**src/rtl/vid2axis_pkg.sv**
```systemverilog
package vid2axis_pkg;

  typedef struct packed {
    logic field;
    logic sof;
    logic eol;
  } beat_tag_t;

  localparam int TAG_W = $bits(beat_tag_t);

  // A pixel counts only when qualified, outside both syncs, and after the
  // first frame start has been seen.
  function automatic logic pixel_accepted(input logic de, input logic hs,
                                          input logic vs, input logic armed);
    return de & ~hs & ~vs & armed;
  endfunction

  // Start-of-frame marker waits for the first accepted pixel after a vsync.
  function automatic logic next_sof_pending(input logic pend, input logic vs,
                                            input logic acc);
    if (vs) return 1'b1;
    if (acc) return 1'b0;
    return pend;
  endfunction

endpackage

```
**src/rtl/vid2axis_capture.sv**
```systemverilog
module vid2axis_capture
  import vid2axis_pkg::*;
#(
  parameter int DATA_W = 8
) (
  input  logic              clk,
  input  logic              rst_n,
  input  logic [DATA_W-1:0] vid_data,
  input  logic              vid_vsync,
  input  logic              vid_hsync,
  input  logic              vid_de,
  input  logic              vid_field,
  output logic              wr_en,
  output logic [DATA_W-1:0] wr_data,
  output beat_tag_t         wr_tag,
  output logic              armed
);

  logic              armed_q;
  logic              sof_pend_q;
  logic              stg_valid_q;
  logic [DATA_W-1:0] stg_data_q;
  logic              stg_sof_q;
  logic              stg_field_q;
  logic              accept;

  assign accept = pixel_accepted(vid_de, vid_hsync, vid_vsync, armed_q);

  always_ff @(posedge clk) begin
    if (!rst_n) begin
      armed_q     <= 1'b0;
      sof_pend_q  <= 1'b0;
      stg_valid_q <= 1'b0;
      stg_data_q  <= '0;
      stg_sof_q   <= 1'b0;
      stg_field_q <= 1'b0;
    end else begin
      armed_q     <= armed_q | vid_vsync;
      sof_pend_q  <= next_sof_pending(sof_pend_q, vid_vsync, accept);
      stg_valid_q <= accept;
      if (accept) begin
        stg_data_q  <= vid_data;
        stg_sof_q   <= sof_pend_q;
        stg_field_q <= vid_field;
      end
    end
  end

  // The staged pixel is released one cycle later; if no pixel follows it,
  // it closed the line.
  assign wr_en   = stg_valid_q;
  assign wr_data = stg_data_q;
  assign wr_tag  = '{field: stg_field_q, sof: stg_sof_q, eol: ~accept};
  assign armed   = armed_q;

endmodule

```
**src/rtl/vid2axis_fifo.sv**
```systemverilog
module vid2axis_fifo #(
  parameter int WIDTH = 11,
  parameter int DEPTH = 8
) (
  input  logic             clk,
  input  logic             rst_n,
  input  logic             push_req,
  input  logic [WIDTH-1:0] din,
  input  logic             pop,
  output logic [WIDTH-1:0] dout,
  output logic             not_empty,
  output logic             drop
);

  localparam int ADDR_W = (DEPTH > 1) ? $clog2(DEPTH) : 1;
  localparam int CNT_W  = $clog2(DEPTH + 1);
  localparam logic [ADDR_W-1:0] LAST_ADDR = ADDR_W'(DEPTH - 1);
  localparam logic [CNT_W-1:0]  FULL_CNT  = CNT_W'(DEPTH);

  logic [WIDTH-1:0]  mem [DEPTH];
  logic [ADDR_W-1:0] wr_ptr_q, rd_ptr_q;
  logic [CNT_W-1:0]  count_q;
  logic              full, push_ok;

  function automatic logic [ADDR_W-1:0] ptr_step(input logic [ADDR_W-1:0] p);
    return (p == LAST_ADDR) ? '0 : p + 1'b1;
  endfunction

  assign full      = (count_q == FULL_CNT);
  assign push_ok   = push_req & ~full;
  assign drop      = push_req & full;
  assign not_empty = (count_q != '0);
  assign dout      = mem[rd_ptr_q];

  always_ff @(posedge clk) begin
    if (push_ok) mem[wr_ptr_q] <= din;
  end

  always_ff @(posedge clk) begin
    if (!rst_n) begin
      wr_ptr_q <= '0;
      rd_ptr_q <= '0;
      count_q  <= '0;
    end else begin
      if (push_ok) wr_ptr_q <= ptr_step(wr_ptr_q);
      if (pop)     rd_ptr_q <= ptr_step(rd_ptr_q);
      count_q <= count_q + CNT_W'(push_ok) - CNT_W'(pop);
    end
  end

endmodule

```
**src/rtl/vid2axis_bridge.sv**
```systemverilog
module vid2axis_bridge
  import vid2axis_pkg::*;
#(
  parameter int DATA_W     = 8,
  parameter int FIFO_DEPTH = 8
) (
  input  logic              clk,
  input  logic              rst_n,
  input  logic [DATA_W-1:0] vid_data,
  input  logic              vid_vsync,
  input  logic              vid_hsync,
  input  logic              vid_de,
  input  logic              vid_field,
  output logic [DATA_W-1:0] m_tdata,
  output logic              m_tvalid,
  input  logic              m_tready,
  output logic              m_tuser,
  output logic              m_tlast,
  output logic              m_field,
  output logic              ovf_flag
);

  localparam int ENTRY_W = DATA_W + TAG_W;

  logic              cap_wr;
  logic              cap_armed;
  logic [DATA_W-1:0] cap_data;
  beat_tag_t         cap_tag;
  logic [ENTRY_W-1:0] fifo_dout;
  logic              fifo_drop;
  logic              fifo_pop;
  beat_tag_t         out_tag;
  logic              ovf_q;

  vid2axis_capture #(.DATA_W(DATA_W)) u_capture (
    .clk       (clk),
    .rst_n     (rst_n),
    .vid_data  (vid_data),
    .vid_vsync (vid_vsync),
    .vid_hsync (vid_hsync),
    .vid_de    (vid_de),
    .vid_field (vid_field),
    .wr_en     (cap_wr),
    .wr_data   (cap_data),
    .wr_tag    (cap_tag),
    .armed     (cap_armed)
  );

  vid2axis_fifo #(.WIDTH(ENTRY_W), .DEPTH(FIFO_DEPTH)) u_fifo (
    .clk       (clk),
    .rst_n     (rst_n),
    .push_req  (cap_wr),
    .din       ({cap_tag, cap_data}),
    .pop       (fifo_pop),
    .dout      (fifo_dout),
    .not_empty (m_tvalid),
    .drop      (fifo_drop)
  );

  assign fifo_pop = m_tvalid & m_tready;
  assign out_tag  = beat_tag_t'(fifo_dout[ENTRY_W-1:DATA_W]);
  assign m_tdata  = fifo_dout[DATA_W-1:0];
  assign m_tuser  = out_tag.sof;
  assign m_tlast  = out_tag.eol;
  assign m_field  = out_tag.field;

  always_ff @(posedge clk) begin
    if (!rst_n) ovf_q <= 1'b0;
    else if (fifo_drop) ovf_q <= 1'b1;
  end

  assign ovf_flag = ovf_q;

endmodule

```
**config.mk**
```make
export PLATFORM = sky130hd
export DESIGN_NAME = vid2axis_bridge
export DESIGN_NICKNAME = d
export VERILOG_FILES = /design/src/rtl/vid2axis_pkg.sv /design/src/rtl/vid2axis_capture.sv /design/src/rtl/vid2axis_fifo.sv /design/src/rtl/vid2axis_bridge.sv
export SDC_FILE = /design/constraint.sdc
export NUM_CORES = 1
export LEC_CHECK = 0
export BUFFER_PORTS_ARGS = -buffer_cell sky130_fd_sc_hd__clkbuf_2
export CAP_MARGIN = 15
export CORE_AREA = 2 2 91 93
export CTS_BUF_LIST = sky130_fd_sc_hd__clkbuf_4 sky130_fd_sc_hd__clkbuf_8 sky130_fd_sc_hd__clkbuf_16
export DETAILED_ROUTE_END_ITERATION = 10
export DIE_AREA = 0 0 93 95
export GPL_TIMING_DRIVEN = 0
export PLACE_DENSITY = 0.89
export SLEW_MARGIN = 40
export SYNTH_ARGS = -nofsm -noshare
export SYNTH_HDL_FRONTEND = slang
export SYNTH_SLANG_ARGS = --single-unit
```
**constraint.sdc**
```tcl
create_clock -name clk -period 2.6 [get_ports clk]
set_input_delay 0.26 -clock clk [delete_from_list [all_inputs] [get_ports clk]]
set_output_delay 0.26 -clock clk [all_outputs]
set_load 0.005 [all_outputs]
```
==> results by group <==
Synthesis
  – Mapped Area: 0.00454 sq mm
  – Dominant synthesized flop cell: edfxtp_1
  – Syn Area/Cell: 18.8 sq um
  – Post-synth top area share: 58.1%
  – Post-synthesis sequential element count: 115
  – Post-synth EDFFs: 88
  – Ranking of synthesized cells by area: edfxtp_1 (58%), mux4_1 (13%), dfxtp_1 (12%)
  – Syn Inst Count: 242
  – Post-synth ARST share: 0%
  – Area leader, netlist: edfxtp_1
  – Sequential fraction of the synthesis area: 70.0%
  – Yosys warns: 0
  – Syn_nets: 267
  – Commonest cells post-synth: edfxtp_1 (88), dfxtp_1 (27), mux4_1 (22)
  – Synth cell types: 32
  – Count leader, synth: edfxtp_1

Timing
  – Min Tclk post-route: 2.49 ns
  – Endpoints failing hold: 0
  – Final Max Slew Viols: 0
  – Clk_skew: 0.00811 ns
  – Fmax: 401 MHz
  – Fin Setup TNS: 0 ns
  – RSZ-0062 raised after global routing: no
  – Setup violations, final: 0
  – Final Cycle Share: 95.9%
  – Worst-Margin Slew: 0.739 ns
  – Worst hold margin: 0.0185 ns
  – Slew headroom: 50.7%

Placed design
  – Inst Count DP: 381
  – IO Port Bufs: 27
  – Hpwl dp: 5270 um
  – GPL Wtd Cong: 0.728
  – DP Area: 0.00488 sq mm

GRT
  – Vias in the first global route: 2460
  – GRT Util Overall: 22.3%
  – Largest net degree at the start of global routing: 17
  – Initial antenna violation count: 0
  – Total global routing overflow: 0
  – First-pass GRT wire length: 13800 um

Hold path
  – Worst Hold Class: input pin to flip-flop

Floorplanning
  – Row cnt: 33
  – Die Span Y: 95 um
  – Die area: 0.00884 sq mm
  – Core area: 0.00793 sq mm
  – Initial Util: 57.3%
  – Num ports: 28
  – Die Span X: 93 um

Layout
  – Share of layout cells above drive strength 1: 30.3%
  – Finished Layout Cells: 422
  – Layout Area Growth over Synthesis: 21.8%
  – Final #Nets: 329
  – FILL cells: 487
  – Final Util: 69.8%
  – Ant diodes: 0
  – Final Instance Area: 0.00553 sq mm

Outcome
  – Status: completed

Route
  – Via density: 5.75
  – DRC errors left: 0
  – Drt initial violations: 215
  – Via Count: 2425
  – DRT Pass-1 Iters: 5
  – Post-route ant nets: 0
  – WL/cell: 20.9 um
  – WL final: 8830 um

Clock tree
  – Clk pin slew, worst setup/hold paths: 0.05 ns
  – TritonCTS clock tree: yes
  – Worst skew pair latency: 0.52 ns
  – CTS Buffer Depth: 2
  – CTS Buf Count: 17
  – Postcts setup bufs: 0
  – Clock Sinks: 115
  – H-tree depth: 4
  – Root buf cell: clkbuf_8

Critical path
  – CP delay by family, top: multiplexers
  – Crit-path max cell delay: 0.60 ns
  – Worst Path Required: 2.34 ns
  – Worst path bufs/invs: 2
  – Crit-path slowest cell: mux4_1
  – Setup crit end kind: output pin
  – Crit path DAT: 2.23 ns
  – Critical Path Start Type: flip-flop
  – Crit-path cells: buf_6 > mux4_1 > mux2_2 > clkbuf_2
  – Crit path kind: flip-flop to output pin
  – Worst-path fanout max: 10

Power
  – Pwr/cell area: 874 mW/mm^2
  – Highest ir drop seen on vdd: 610 uV
  – P_leak: 2.14 nW

Flow run
  – Max-cap check violation count: 0
worst paths after layout:
path,startpoint,to,slack (ns),depth (start not counted)
setup reg to reg,u_fifo.count_q[2]$_SDFF_PN0_,u_fifo.count_q[1]$_SDFF_PN0_,0.25,9
hold / removal,vid_data[6],u_capture.wr_data[6]$_SDFFE_PN0P_,0.02,2
hold reg to reg,u_capture.armed$_SDFF_PN0_,u_capture.armed$_SDFF_PN0_,0.45,1
setup / recovery,flip-flop,m_tdata[3],0.11,4
metal layers:
metal / up-vias / part of all wire (%) / track usage (%)
li1: 1103 / - / -
met1: 1218 / 42 / 27.7
met2: 90 / 51 / 37.0
met3: 14 / 5.6 / 5.67
met4: 0 / 1.6 / 10.9
met5: - / 0 / 0
state kept, by name, indices dropped and copies added, names as in the netlist, named ones only:
name / count
u_fifo.rd_ptr_q: 3
u_capture.stg_sof_q: 1
u_fifo.count_q: 4
u_capture.wr_data: 8
u_capture.stg_field_q: 1
u_capture.sof_pend_q: 1
u_capture.wr_en: 1
ovf_flag: 1
u_capture.armed: 1
u_fifo.wr_ptr_q: 3
u_fifo.mem: 88
logic make-up after synthesis:
group | after synthesis | share of synthesized area [%]
xor gates and xnor gates | 1 | 0.193
adders and majority gates | 10 | 2.92
DFF | 115 | 70.0
AOI/OAI and AO/OA | 16 | 2.81
and+or+nand+nor | 41 | 4.68
muxes | 43 | 17.6
buffers and inverters | 16 | 1.71
per-stage QoR:
stage / total power, mW / setup WS, ns
final: 4.83 / 0.106
after global placement: 2.70 / -0.607
after detailed placement: 2.73 / 0.301
after global routing: 5.02 / 0.00978
after CTS: 4.85 / 0.0645
after floorplan: 2.54 / 0.243
worst reg2reg max path: stages, from the launching register on:
cell	delay, ns
dfxtp_1	0.29
inv_1	0.09
ha_1	0.16
or3b_2	0.50
nand2_1	0.24
inv_1	0.17
ha_1	0.25
inv_1	0.07
fa_1	0.40
nor2b_1	0.10
final cells by class:
class	instances	area, sq um	area share, %
plain buffers	9	53.8	0.972
clock buffers	20	449	8.12
clock inverters	12	108	1.94
inverters	7	26.3	0.475
multi-input cells	111	1320	23.8
flip-flops and latches	115	3180	57.5
well taps	105	131	2.37
repair buffers	43	265	4.79
power by group:
part           leakage, nW  internal (mW)  switching, mW
Clock                0.259           1.32          0.802
Sequential            1.13           2.01         0.0509
Combinational        0.745          0.358          0.290
Total                 2.14           3.69           1.14
timing repair:
| action | CTS | global route |
|---|---|---|
| resized for setup | 1 | 1 |
| setup endpoints to repair | 1 | 3 |
| endpoints found under the hold margin | 10 | 0 |
| hold buffers | 9 | 0 |
cell usage in the layout (no fill, tap or decap), drive strengths merged, types with 3 or more instances in the layout:
cell type    instances
dlygate4sd3          9
clkinvlp             6
ha                   9
edfxtp              88
dfxtp               27
mux2i               10
inv                  8
mux4                22
buf                 12
nor3                 4
o21a                 3
nand2b               3
clkinv               4
mux2                11
nor2                 7
clkbuf              51
nand2               14
and2                 3
a22o                10
Note: power is estimated with default switching activity, not from simulation.
